<file path="src/rtl/nvsb_pkg.sv">
`timescale 1ns/1ps
package nvsb_pkg;
  typedef enum logic [1:0] {
    SEL_NONE = 2'd0,
    SEL_CTRL = 2'd1,
    SEL_WORD = 2'd2
  } acc_sel_e;
endpackage

</file>
<file path="src/rtl/nvsb_nv_array.sv">
`timescale 1ns/1ps
module nvsb_nv_array #(
  parameter int unsigned          NUM_WORDS   = 7,
  parameter int unsigned          DATA_W      = 8,
  parameter int unsigned          PROG_CYCLES = 20000,
  parameter logic [DATA_W-1:0]    NV_INIT     = '0,
  localparam int unsigned         IDX_W       = (NUM_WORDS > 1) ? $clog2(NUM_WORDS) : 1,
  localparam int unsigned         CNT_W       = $clog2(PROG_CYCLES + 1)
) (
  input  logic              clk_i,
  input  logic              rst_ni,
  input  logic              prog_start_i,
  input  logic [IDX_W-1:0]  prog_idx_i,
  input  logic [DATA_W-1:0] prog_data_i,
  input  logic [IDX_W-1:0]  rd_idx_i,
  output logic [DATA_W-1:0] rd_data_o,
  output logic              busy_o
);
  // nonvolatile storage: never cleared by reset, factory-filled
  logic [DATA_W-1:0] mem_q [NUM_WORDS] = '{default: NV_INIT};

  logic              busy_q;
  logic [CNT_W-1:0]  cnt_q;
  logic [IDX_W-1:0]  pend_idx_q;
  logic [DATA_W-1:0] pend_data_q;
  logic              commit;

  assign commit = busy_q && (cnt_q == '0);

  always_ff @(posedge clk_i or negedge rst_ni) begin
    if (!rst_ni) begin
      busy_q      <= 1'b0;
      cnt_q       <= '0;
      pend_idx_q  <= '0;
      pend_data_q <= '0;
    end else if (prog_start_i && !busy_q) begin
      busy_q      <= 1'b1;
      cnt_q       <= CNT_W'(PROG_CYCLES - 1);
      pend_idx_q  <= prog_idx_i;
      pend_data_q <= prog_data_i;
    end else if (busy_q) begin
      if (cnt_q == '0) busy_q <= 1'b0;
      else             cnt_q  <= cnt_q - 1'b1;
    end
  end

  // cell update only at the end of the programming window
  always_ff @(posedge clk_i) begin
    if (commit) mem_q[pend_idx_q] <= pend_data_q;
  end

  assign rd_data_o = mem_q[rd_idx_i];
  assign busy_o    = busy_q;
endmodule

</file>
<file path="src/rtl/nvsb_boot_seq.sv">
`timescale 1ns/1ps
module nvsb_boot_seq #(
  parameter int unsigned NUM_WORDS = 7,
  parameter int unsigned IDX_W     = 3
) (
  input  logic             clk_i,
  input  logic             rst_ni,
  output logic             load_en_o,
  output logic [IDX_W-1:0] load_idx_o,
  output logic             done_o
);
  localparam logic [IDX_W-1:0] LAST = IDX_W'(NUM_WORDS - 1);

  logic [IDX_W-1:0] idx_q;
  logic             done_q;

  always_ff @(posedge clk_i or negedge rst_ni) begin
    if (!rst_ni) begin
      idx_q  <= '0;
      done_q <= 1'b0;
    end else if (!done_q) begin
      if (idx_q == LAST) done_q <= 1'b1;
      else               idx_q  <= idx_q + 1'b1;
    end
  end

  assign load_en_o  = !done_q;
  assign load_idx_o = idx_q;
  assign done_o     = done_q;
endmodule

</file>
<file path="src/rtl/nvsb_shadow_file.sv">
`timescale 1ns/1ps
module nvsb_shadow_file
  import nvsb_pkg::*;
#(
  parameter int unsigned NUM_WORDS = 7,
  parameter int unsigned DATA_W    = 8,
  parameter int unsigned IDX_W     = 3,
  parameter int unsigned MODE_BIT  = 7
) (
  input  logic              clk_i,
  input  logic              rst_ni,
  input  logic              load_en_i,
  input  logic [IDX_W-1:0]  load_idx_i,
  input  logic [DATA_W-1:0] load_data_i,
  input  logic              wr_en_i,
  input  logic [IDX_W-1:0]  wr_idx_i,
  input  logic [DATA_W-1:0] wr_data_i,
  input  logic              ctrl_we_i,
  input  logic              ctrl_mode_i,
  input  logic              rd_en_i,
  input  acc_sel_e          rd_sel_i,
  input  logic [IDX_W-1:0]  rd_idx_i,
  output logic              mode_o,
  output logic [DATA_W-1:0] rdata_o
);
  logic [DATA_W-1:0] word_q [NUM_WORDS];
  logic              mode_q;
  logic [DATA_W-1:0] rdata_q;
  logic [DATA_W-1:0] ctrl_word;

  always_ff @(posedge clk_i or negedge rst_ni) begin
    if (!rst_ni) begin
      for (int i = 0; i < NUM_WORDS; i++) word_q[i] <= '0;
    end else begin
      for (int i = 0; i < NUM_WORDS; i++) begin
        if (load_en_i && load_idx_i == IDX_W'(i))    word_q[i] <= load_data_i;
        else if (wr_en_i && wr_idx_i == IDX_W'(i))   word_q[i] <= wr_data_i;
      end
    end
  end

  // mode is volatile: always returns to write-through
  always_ff @(posedge clk_i or negedge rst_ni) begin
    if (!rst_ni)        mode_q <= 1'b0;
    else if (ctrl_we_i) mode_q <= ctrl_mode_i;
  end

  always_comb begin
    ctrl_word           = '0;
    ctrl_word[MODE_BIT] = mode_q;
  end

  always_ff @(posedge clk_i or negedge rst_ni) begin
    if (!rst_ni) rdata_q <= '0;
    else if (rd_en_i) begin
      case (rd_sel_i)
        SEL_CTRL: rdata_q <= ctrl_word;
        SEL_WORD: rdata_q <= word_q[rd_idx_i];
        default:  rdata_q <= '0;
      endcase
    end
  end

  assign mode_o  = mode_q;
  assign rdata_o = rdata_q;
endmodule

</file>
<file path="src/rtl/nvsb_bank.sv">
`timescale 1ns/1ps
module nvsb_bank
  import nvsb_pkg::*;
#(
  parameter int unsigned       NUM_REGS    = 7,
  parameter int unsigned       DATA_W      = 8,
  parameter int unsigned       PROG_CYCLES = 20000,
  parameter int unsigned       MODE_BIT    = 7,
  parameter logic [DATA_W-1:0] NV_INIT     = '0,
  localparam int unsigned      ADDR_W      = $clog2(NUM_REGS + 1),
  localparam int unsigned      IDX_W       = (NUM_REGS > 1) ? $clog2(NUM_REGS) : 1
) (
  input  logic              clk_i,
  input  logic              rst_ni,
  input  logic              req_i,
  input  logic              we_i,
  input  logic [ADDR_W-1:0] addr_i,
  input  logic [DATA_W-1:0] wdata_i,
  output logic              ready_o,
  output logic              busy_o,
  output logic [DATA_W-1:0] rdata_o
);
  logic              boot_done;
  logic              load_en;
  logic [IDX_W-1:0]  load_idx;
  logic [DATA_W-1:0] nv_rd_data;
  logic              nv_busy;
  logic              mode_q;
  logic              acc;
  acc_sel_e          sel;
  logic [IDX_W-1:0]  word_idx;
  logic              shadow_we;
  logic              prog_start;
  logic              ctrl_we;
  logic              rd_en;

  assign ready_o = boot_done && !nv_busy;
  assign busy_o  = nv_busy;
  assign acc     = req_i && ready_o;

  always_comb begin
    if (addr_i == '0)                   sel = SEL_CTRL;
    else if (int'(addr_i) <= NUM_REGS)  sel = SEL_WORD;
    else                                sel = SEL_NONE;
  end

  assign word_idx   = IDX_W'(addr_i - ADDR_W'(1));
  assign shadow_we  = acc && we_i && (sel == SEL_WORD);
  assign prog_start = shadow_we && !mode_q;
  assign ctrl_we    = acc && we_i && (sel == SEL_CTRL);
  assign rd_en      = acc && !we_i;

  nvsb_boot_seq #(
    .NUM_WORDS (NUM_REGS),
    .IDX_W     (IDX_W)
  ) boot_i (
    .clk_i      (clk_i),
    .rst_ni     (rst_ni),
    .load_en_o  (load_en),
    .load_idx_o (load_idx),
    .done_o     (boot_done)
  );

  nvsb_nv_array #(
    .NUM_WORDS   (NUM_REGS),
    .DATA_W      (DATA_W),
    .PROG_CYCLES (PROG_CYCLES),
    .NV_INIT     (NV_INIT)
  ) nv_i (
    .clk_i        (clk_i),
    .rst_ni       (rst_ni),
    .prog_start_i (prog_start),
    .prog_idx_i   (word_idx),
    .prog_data_i  (wdata_i),
    .rd_idx_i     (load_idx),
    .rd_data_o    (nv_rd_data),
    .busy_o       (nv_busy)
  );

  nvsb_shadow_file #(
    .NUM_WORDS (NUM_REGS),
    .DATA_W    (DATA_W),
    .IDX_W     (IDX_W),
    .MODE_BIT  (MODE_BIT)
  ) shadow_i (
    .clk_i       (clk_i),
    .rst_ni      (rst_ni),
    .load_en_i   (load_en),
    .load_idx_i  (load_idx),
    .load_data_i (nv_rd_data),
    .wr_en_i     (shadow_we),
    .wr_idx_i    (word_idx),
    .wr_data_i   (wdata_i),
    .ctrl_we_i   (ctrl_we),
    .ctrl_mode_i (wdata_i[MODE_BIT]),
    .rd_en_i     (rd_en),
    .rd_sel_i    (sel),
    .rd_idx_i    (word_idx),
    .mode_o      (mode_q),
    .rdata_o     (rdata_o)
  );
endmodule

</file>
<file path="config.mk">
export PLATFORM = sky130hd
export DESIGN_NAME = nvsb_bank
export DESIGN_NICKNAME = d
export VERILOG_FILES = /design/src/rtl/nvsb_pkg.sv /design/src/rtl/nvsb_nv_array.sv /design/src/rtl/nvsb_boot_seq.sv /design/src/rtl/nvsb_shadow_file.sv /design/src/rtl/nvsb_bank.sv
export SDC_FILE = /design/constraint.sdc
export NUM_CORES = 1
export LEC_CHECK = 0
export ABC_AREA = 0
export BUFFER_PORTS_ARGS = -buffer_cell sky130_fd_sc_hd__buf_2
export CELL_PAD_IN_SITES_DETAIL_PLACEMENT = 1
export CELL_PAD_IN_SITES_GLOBAL_PLACEMENT = 2
export CORE_MARGIN = 2
export CORE_UTILIZATION = 45
export DETAILED_ROUTE_END_ITERATION = 6
export PLACE_DENSITY = 0.82
export SLEW_MARGIN = 25
export SYNTH_ARGS = -nofsm -noshare
export SYNTH_HDL_FRONTEND = slang
export SYNTH_SLANG_ARGS = --single-unit
</file>
<file path="constraint.sdc">
create_clock -name clk_i -period 4.7 [get_ports clk_i]
set_clock_uncertainty 0.1 [all_clocks]
set_input_delay 0.94 -clock clk_i [delete_from_list [all_inputs] [get_ports clk_i]]
set_output_delay 0.94 -clock clk_i [all_outputs]
set_load 0.01 [all_outputs]
</file>
==> results.cfg, run 1 <==
[worst_setup_path]
end_kind = register
cp_common_cell = ha_1
critPathMaxFanout = 24
max_stage_delay_ps = 870
path_buf_inv = 2
crit_family = adder cells
critPathLaunchType = primary input
cpMaxStageDelayCell = nor4b_2
cp.required_ps = 4920
path_cells = buf_2, clkinv_1, ha_1, ha_1, nor4b_2, a21oi_1, a221o_1
path_class = primary input to register
crit_arrival_ps = 4090

[clock_tree]
clk_pin_slew_ps = 70
insertion_delay_ps = 440
h-tree-depth = 4
ctsResizeCount = 0
cts_setup_buffers = 0
clock_path_buffers = 2
cts_buffers = 17
tritoncts = done
ctsHoldBuffers = 0
root_buffer = clkbuf_16
clock_sinks = 152

[logic_synthesis]
syn-cell-area_um2 = 7100
synth_compound_area_frac = 0.0980
seq_area_frac_synth = 0.575
synthMuxAreaShare = 0.149
ys_ff_latch = 152
synth_top_family_by_area = multiplexers
synth-simple-area-share = 0.125
synth.net_count = 585
synth-async-reset-ratio = 0.632
synth_fa_ha_area_frac = 0.0212
synth_edf_count = 56
ys_warn_count = 0
synthCells = 558
synth_cell_type_count = 46
synth_xor_area_frac = 0.00247
syn_avg_cell_area_um2 = 12.7
ys.flop_type = dfrtp_1

[global_routing]
gr-total-overflow = 0
antenna_found_initial = 0
grt_pass1_vias = 5143
grt_use_total = 0.248
grt_max_degree = 50
grt_pass1_wl_um = 30200

[routing]
routedWlPerCell_um = 24.2
routed_via_density = 6.05
wl_um = 19400
drc = 0
dr.pass1.iters = 5
vias = 4855
first_iter_violations = 381
antenna_left = 0

[finish]
nets = 606
n_antenna_cell = 0
fin_area_um2 = 7970
drive_above_1_share = 0.172
n_fill_cell = 1576
seqCellArea_um2 = 4080
multi_input_area_um2 = 2810
area_growth_pct = 12.3

[placed_design]
dp_hpwl_um = 13100
io_buffers = 24
globalplace.congestion = 0.858
post_dp_cell_area_um2 = 7410

[timing]
slew_headroom = 0.382
maxSlewViolCount = 0
hold_viol = 0
setup_viol = 0
tns_ps = 0
fin_crit_sh = 0.824
worst_slew_pin_slew_ps = 927
fin_hold_ws_ps = 406
fmax_ghz = 0.258
rsz0062_at_grt = no
fin_crit_ps = 3870

[floorplanning]
io_pins = 25
coreArea_um2 = 15300
chipWidth_um = 130
rows = 45
start_util = 0.463
die_h_um = 130
die_area_um2 = 16800

[power]
peakVddDrop_mv = 0.371
total_power_mw = 2.76
power_density_nw_per_um2 = 346
p_leak_nw = 3.06

[run_status]
status = finished, final reports clean

[hold_path]
hold_path_class = register to register

[job]
maxCapViolations = 0
cell usage in the layout, fill, tap and decap left out, drive strengths merged, types with 3 or more instances in the layout:
cell	netlist	routed
edfxtp	56	56
or2	7	7
o21ai	12	12
a221o	40	40
nor4b	4	4
nand2b	5	5
o211ai	8	8
inv	17	26
nor4	9	9
ha	12	12
clkbuf	16	17
nand2	54	54
nor3	8	8
clkinv	1	6
dfrtp	96	96
nor2	55	55
or4	8	8
mux2	3	3
mux2i	66	66
a32o	7	7
mux4	16	16
buf	14	32
or3	4	4
nand4	3	3
nor2b	6	6
a21oi	15	15
sequential cells by signal, indices dropped and copies added (netlist names):
signal             count
nv_i.pend_idx_q        3
boot_i.done_o          1
shadow_i.rdata_o       8
nv_i.cnt_q            15
nv_i.pend_data_q       8
boot_i.load_idx_o      3
nv_i.busy_o            1
shadow_i.mode_o        1
nv_i.mem_q            56
shadow_i.word_q       56
per-layer routing:
layer | GRT usage | part of all wire | vias up
li1 | - | - | 2145
met3 | 0.0640 | 0.051 | 33
met4 | 0.0974 | 0.030 | 0
met1 | 0.324 | 0.43 | 2515
met5 | 0 | 0 | -
met2 | 0.399 | 0.49 | 162
layout make-up:
class / count / share of cell area
Sequential cell: 152 / 0.512
Clock buffer: 17 / 0.0534
Clock inverter: 15 / 0.0171
Multi-Input combinational cell: 358 / 0.353
Inverter: 18 / 0.00848
Tap cell: 211 / 0.0331
Timing Repair Buffer: 32 / 0.0229
cell usage after synthesis, types with 9 or more instances:
| cell | number | share of area |
|---|---|---|
| dfrtp_1 | 96 | 0.34 |
| ha_1 | 12 | 0.021 |
| nor4_1 | 9 | 0.0079 |
| a221o_1 | 40 | 0.056 |
| edfxtp_1 | 56 | 0.24 |
| nand2_1 | 54 | 0.029 |
| a21oi_1 | 15 | 0.011 |
| mux4_2 | 16 | 0.051 |
| inv_1 | 15 | 0.0079 |
| clkbuf_1 | 13 | 0.0069 |
| o21ai_0 | 12 | 0.0085 |
| nor2_1 | 55 | 0.029 |
| mux2i_1 | 66 | 0.093 |
logic make-up after synthesis:
| logic type | Yosys count |
|---|---|
| compound gates | 86 |
| xor+xnor | 2 |
| fa+ha+maj | 12 |
| buf+inv | 48 |
| flops | 152 |
| mux | 85 |
| simple gates | 173 |
metrics by stage:
| step | worst slack [ps] | instances | utilization |
|---|---|---|---|
| floorplan | 801 | 558 | - |
| global placement | 648 | 771 | 0.484 |
| detailed placement | 445 | 771 | 0.484 |
| CTS | 870 | 803 | 0.521 |
| global route | 591 | 803 | 0.521 |
| finish | 826 | 803 | 0.521 |
final timing paths:
| check | startpoint | endpoint | slack (ps) | depth (start not counted) |
|---|---|---|---|---|
| worst max-delay path | addr_i[0] | shadow_i.word_q[38]$_DFFE_PN0P_ | 830 | 7 |
| worst min-delay path | shadow_i.rdata_o[6]$_DFFE_PN0P_ | shadow_i.rdata_o[6]$_DFFE_PN0P_ | 410 | 1 |
| worst max register to register | nv_i.cnt_q[5]$_DFFE_PN0P_ | nv_i.mem_q[2][0]$_DFFE_PP_ | 1390 | 4 |
| worst min register to register | shadow_i.rdata_o[6]$_DFFE_PN0P_ | shadow_i.rdata_o[6]$_DFFE_PN0P_ | 410 | 1 |
| max in group asynchronous | rst_ni | shadow_i.word_q[23]$_DFFE_PN0P_ | 2940 | 2 |
| min in group asynchronous | rst_ni | nv_i.pend_idx_q[0]$_DFFE_PN0P_ | 450 | 1 |
power breakdown:
part	internal, mW	switching (mW)
Clock	0.698	0.600
Sequential	1.37	0
Combinational	0.0292	0.0672
Total	2.09	0.667
(Power assumes the default switching activity.)
==> run 2, diff against run 1 <==
--- a/config.mk
+++ b/config.mk
@@ -5,14 +5,14 @@
 export SDC_FILE = /design/constraint.sdc
 export NUM_CORES = 1
 export LEC_CHECK = 0
-export ABC_AREA = 0
+export ABC_AREA = 1
 export BUFFER_PORTS_ARGS = -buffer_cell sky130_fd_sc_hd__buf_2
 export CELL_PAD_IN_SITES_DETAIL_PLACEMENT = 1
 export CELL_PAD_IN_SITES_GLOBAL_PLACEMENT = 2
 export CORE_MARGIN = 2
-export CORE_UTILIZATION = 45
+export CORE_UTILIZATION = 35
 export DETAILED_ROUTE_END_ITERATION = 6
-export PLACE_DENSITY = 0.82
+export PLACE_DENSITY = 0.76
 export SLEW_MARGIN = 25
 export SYNTH_ARGS = -nofsm -noshare
 export SYNTH_HDL_FRONTEND = slang
==> constraint.sdc (replaced) <==
create_clock -name clk_i -period 3.25 [get_ports clk_i]
set_clock_uncertainty 0.1 [all_clocks]
set_input_delay 0.65 -clock clk_i [delete_from_list [all_inputs] [get_ports clk_i]]
set_output_delay 0.65 -clock clk_i [all_outputs]
set_load 0.01 [all_outputs]
==> results.cfg, run 2 <==
[worst_setup_path]
path_class = register to register
critPathLaunchType = register
end_kind = register
cp_common_cell = nand2_1
reg2reg_from = nv_i.cnt_q[0]$_DFFE_PN0P_
max_stage_delay_ps = 420
critPathMaxFanout = 8
path_cells = inv_1, ha_1, nand2_1, nor2_1, nand2_1, nor2_1, nand2_1, nor3_1, buf_4
rr_worst_depth = 9
crit_start = nv_i.cnt_q[0]$_DFFE_PN0P_
crit_arrival_ps = 2550
r2r-end = nv_i.mem_q[4][1]$_DFFE_PP_
cpMaxStageDelayCell = dfrtp_1
cp.required_ps = 3290
rrSetupSlack_ps = 740

[logic_synthesis]
syn_avg_cell_area_um2 = 8.71
synth.net_count = 896
synth_area_leaders = dfrtp_1 (32%), edfxtp_1 (22%), nand2_1 (12%), nand3_1 (12%), nor2_1 (2.9%)
synthMuxAreaShare = 0
synthCells = 869
yosysTopAreaCellShare = 0.317
ys_warn_count = 0
synth_fa_ha_area_frac = 0.0198
yosysTopAreaCell = dfrtp_1
synth_commonest_cells = nand2_1 (249), nand3_1 (177), dfrtp_1 (96), nor2_1 (59), edfxtp_1 (56)
synth_xor_area_frac = 0.00347
ys_ff_latch = 152
synth-simple-area-share = 0.326
synth_compound_area_frac = 0.0658
synth_top_family_by_area = simple AND/OR/NAND/NOR gates
ys.flop_type = dfrtp_1
syn-cell-area_um2 = 7570
yosys.cell_count.top_type = nand2_1
synth_edf_count = 56
synth-async-reset-ratio = 0.632
seq_area_frac_synth = 0.540
synth_cell_type_count = 36

[power]
combPwrFrac = 0.045
p_sw_mw = 1.12
power_density_nw_per_um2 = 482
swShare = 0.268
p_leak_nw = 3.55
total_power_mw = 4.19
peakVddDrop_mv = 0.361
seqPwrFrac = 0.472
pwr-share-clk = 0.483
internal_power_mw = 3.06

[global_routing]
grt_pass1_wl_um = 41100
grt_use_total = 0.246
grt_max_degree = 43
antenna_found_initial = 0
gr-total-overflow = 0
grt_pass1_vias = 6960

[clock_tree]
cts_setup_buffers = 0
tritoncts = done
cts_buffers = 17
root_buffer = clkbuf_16
insertion_delay_ps = 440
ctsHoldBuffers = 0
h-tree-depth = 4
clock_sinks = 152
clk_pin_slew_ps = 80
clock_path_buffers = 2
ctsResizeCount = 0

[floorplanning]
start_util = 0.358
coreArea_um2 = 21200
io_pins = 25
rows = 53
die_area_um2 = 22800
chipWidth_um = 151
die_h_um = 151

[finish]
n_antenna_cell = 0
seqCellArea_um2 = 4080
fin_area_um2 = 8680
n_fill_cell = 2499
drive_above_1_share = 0.132
layout_common_cells = nand2_1 (249), nand3_1 (177), dfrtp_1 (96)
final_common_cell = nand2_1
final_cells = 1194
multi_input_area_um2 = 3140
area_growth_pct = 14.7
nets = 933
reg_top3 = nv_i.mem_q x56, shadow_i.word_q x56, nv_i.cnt_q x15

[placed_design]
globalplace.congestion = 0.822
dp_hpwl_um = 18000
dp_cells = 1162
post-place-ws_ps = 581
post_dp_cell_area_um2 = 8070
io_buffers = 24

[timing]
fmax_ghz = 0.398
rsz0062_at_grt = no
maxSlewViolCount = 0
setup_ws_ps = 739
setup_viol = 0
fin_crit_sh = 0.773
tns_ps = 0
fin_crit_ps = 2510
slew_headroom = 0.277
hold_viol = 0
worst_slew_pin_slew_ps = 1080

[routing]
drc = 0
vias = 6511
wl_um = 26400
dr.pass1.iters = 5
routed_via_density = 5.45
antenna_left = 0
first_iter_violations = 433
routedWlPerCell_um = 22.1

[job]
maxCapViolations = 0

[run_status]
status = finished, final reports clean

[hold_path]
hold_path_class = primary input to asynchronous set/reset pin
run 2: cell count changes after synthesis, moves of 14 or more:
cell,previous run,this run
o21ai_0,12,36
a221o_1,40,0
mux2i_1,66,0
nand2_1,54,249
nand3_1,1,177
inv_1,15,37
o21ai_1,0,14
mux4_2,16,0
run 2: power by group through the flow:
stage | clock network [mW] | logic (mW) | registers (mW)
after floorplan | 0 | 0.0789 | 2.01
after global placement | 0 | 0.186 | 2.01
after detailed placement | 0 | 0.187 | 2.01
after CTS | 2.06 | 0.188 | 1.97
after global routing | 2.15 | 0.201 | 1.97
final | 2.02 | 0.188 | 1.97
run 2: logic make-up after synthesis:
group | Yosys count
fa+ha+maj | 12
flops | 152
simple gates | 533
compound gates | 90
xor+xnor | 3
buf+inv | 79
run 2: per-stage QoR:
stage	utilization	hold slack (ps)
3_5_place_dp	0.382	361
6_report	0.411	120
2_1_floorplan	-	254
4_1_cts	0.411	143
3_3_place_gp	0.382	359
5_1_grt	0.411	146
run 2: cell type report:
type                       count  share of cell area
clock buffer                  17              0.0490
clock inverter                15              0.0216
inverter                      49              0.0213
multi-input combinational    638               0.362
sequential                   152               0.470
tap                          275              0.0396
timing repair buffer          48              0.0363
run 2: metal layers:
| layer | up-vias | global-route usage | wire (um) |
|---|---|---|---|
| met4 | 0 | 0.0841 | 643 |
| li1 | 3025 | - | - |
| met3 | 38 | 0.0440 | 1140 |
| met5 | - | 0 | 0 |
| met2 | 161 | 0.426 | 13300 |
| met1 | 3287 | 0.310 | 11300 |
run 2: how the worst max path moves through the flow:
stage / depth (start not counted) / slack (ps) / to
5_1_grt: 9 / 540 / nv_i.mem_q[4][3]$_DFFE_PP_
2_1_floorplan: 10 / 740 / shadow_i.rdata_o[5]$_DFFE_PN0P_
6_report: 9 / 740 / nv_i.mem_q[4][1]$_DFFE_PP_
4_1_cts: 9 / 710 / nv_i.mem_q[4][3]$_DFFE_PP_
3_3_place_gp: 9 / 660 / shadow_i.word_q[37]$_DFFE_PN0P_
3_5_place_dp: 9 / 580 / shadow_i.word_q[37]$_DFFE_PN0P_
run 2: critical path: cells and delay by family (launching register included):
family | cells | cell delay [ps]
flops | 1 | 420
fa+ha+maj | 1 | 280
buf+inv | 2 | 370
simple gates | 6 | 1050
==> run 3, diff against run 2 <==
==> constraint.sdc (replaced) <==
create_clock -name clk_i -period 2.1 [get_ports clk_i]
set_clock_uncertainty 0.1 [all_clocks]
set_input_delay 0.42 -clock clk_i [delete_from_list [all_inputs] [get_ports clk_i]]
set_output_delay 0.42 -clock clk_i [all_outputs]
set_load 0.01 [all_outputs]
==> results.cfg, run 3 (synthesized netlist as in run 2, its figures left out) <==
[run_status]
status = finished, final reports clean

[routing]
drc = 0
routedWlPerCell_um = 20.3
wl_um = 25100
routed_via_density = 5.30
dr.pass1.iters = 5
vias = 6582
antenna_left = 0
first_iter_violations = 403

[worst_setup_path]
critPathMaxFanout = 8
rrSetupSlack_ps = 100
cp.required_ps = 2150
reg2reg_from = nv_i.cnt_q[0]$_DFFE_PN0P_
path_buf_inv = 2
path_cells = inv_1, ha_1, nand2_1, nor2_2, nand2_1, nor2_4, nand2_2, nor3_4, buf_6
rr_worst_depth = 9
r2r-end = nv_i.mem_q[5][0]$_DFFE_PP_
cp.depth = 9
critPathLaunchType = register
crit_arrival_ps = 2050
cp_common_cell = nand2_1
cpMaxStageDelayCell = dfrtp_1
end_kind = register
max_stage_delay_ps = 380
path_class = register to register
crit_family = simple AND/OR/NAND/NOR gates

[power]
total_power_mw = 6.52
p_leak_nw = 3.80
peakVddDrop_mv = 0.461
power_density_nw_per_um2 = 713

[timing]
maxSlewViolCount = 0
fin_crit_ps = 2000
setup_viol = 0
slew_headroom = 0.646
fin_crit_sh = 0.952
hold_viol = 0
worst_slew_pin_slew_ps = 531
tns_ps = 0
fmax_ghz = 0.500

[placed_design]
post_dp_cell_area_um2 = 8460
io_buffers = 24
dp_hpwl_um = 18500
globalplace.congestion = 0.860
dp_cells = 1207

[global_routing]
antenna_found_initial = 0
grt_pass1_wl_um = 40200
grt_use_total = 0.236
grt_max_degree = 36
grt_pass1_vias = 6960
gr-total-overflow = 0

[finish]
nets = 980
n_antenna_cell = 0
drive_above_1_share = 0.186
n_fill_cell = 2513
layout_common_cells = nand2_1 (247), nand3_1 (177), dfrtp_1 (96)
final_common_cell = nand2_1
final_cells = 1241
area_growth_pct = 20.9
reg_top3 = nv_i.mem_q x56, shadow_i.word_q x56, nv_i.cnt_q x15
fin_area_um2 = 9150

[job]
maxCapViolations = 0

[hold_path]
min_from = wdata_i[1]
hold_path_depth = 3
hold_path_class = primary input to register
worst_hold_path.endpoint = nv_i.pend_data_q[1]$_DFFE_PN0P_

[clock_tree]
tritoncts = done
cts_buffers = 17
insertion_delay_ps = 440
h-tree-depth = 4
clock_path_buffers = 2
clock_sinks = 152
clk_pin_slew_ps = 70
root_buffer = clkbuf_16

[floorplanning]
rows = 53
chipWidth_um = 151
start_util = 0.358
io_pins = 25
die_h_um = 151
coreArea_um2 = 21200
die_area_um2 = 22800
==> run 3: metrics by stage <==
stage / util / setup WS (ps) / hold WS (ps)
after detailed placement: 0.400 / -50.1 / 317
after CTS: 0.431 / 44.9 / 234
after floorplan: - / -232 / 24.4
final: 0.432 / 101 / 243
after global placement: 0.400 / -38.5 / 313
after global routing: 0.432 / -2.04 / 241
==> run 3: worst max-delay path by stage <==
stage,startpoint,to
after detailed placement,nv_i.cnt_q[0]$_DFFE_PN0P_,nv_i.mem_q[2][4]$_DFFE_PP_
after global placement,addr_i[1],shadow_i.rdata_o[5]$_DFFE_PN0P_
after floorplan,nv_i.cnt_q[0]$_DFFE_PN0P_,nv_i.mem_q[1][0]$_DFFE_PP_
final,nv_i.cnt_q[0]$_DFFE_PN0P_,nv_i.mem_q[5][0]$_DFFE_PP_
after CTS,nv_i.cnt_q[0]$_DFFE_PN0P_,nv_i.mem_q[5][2]$_DFFE_PP_
after global routing,nv_i.cnt_q[0]$_DFFE_PN0P_,nv_i.mem_q[5][4]$_DFFE_PP_
==> run 3: power breakdown <==
part	switching [mW]	leakage, nW	internal (mW)	total, mW
Clock	1.47	0.292	1.71	3.17
Combinational	0.207	2.09	0.0828	0.289
Sequential	0	1.41	3.06	3.06
==> run 3: worst reg2reg max path, stage by stage (launching register included) <==
cell and delay, ps:
dfrtp_1 380, inv_1 80, ha_1 180, nand2_1 100, nor2_2 140, nand2_1 120
nor2_4 130, nand2_2 110, nor3_4 210, buf_6 170
==> run 3: final cells by class <==
cell class | instances | area [um2] | share of cell area
timing repair buffer | 95 | 703 | 0.0769
inverter | 49 | 185 | 0.0202
tap | 275 | 344 | 0.0376
clock buffer | 18 | 429 | 0.0469
sequential | 152 | 4080 | 0.446
clock inverter | 14 | 183 | 0.0200
multi-input combinational | 638 | 3220 | 0.352
==> run 3: repair_timing <==
| item | in CTS | in global routing |
|---|---|---|
| gates resized for setup | 3 | 9 |
| setup endpoints to repair | 40 | 64 |
| hold endpoints to repair | 27 | 0 |
| hold buffers | 1 | 0 |
| cloned | 0 | 0 |
| pin swaps | 1 | 1 |
| setup buffers | 1 | 0 |
==> run 3: layer usage <==
| layer | part of all wire | vias up | track usage |
|---|---|---|---|
| met2 | 0.50 | 119 | 0.401 |
| met3 | 0.033 | 39 | 0.0352 |
| met4 | 0.026 | 0 | 0.0897 |
| met1 | 0.44 | 3313 | 0.305 |
| met5 | 0 | - | 0 |
| li1 | - | 3111 | - |
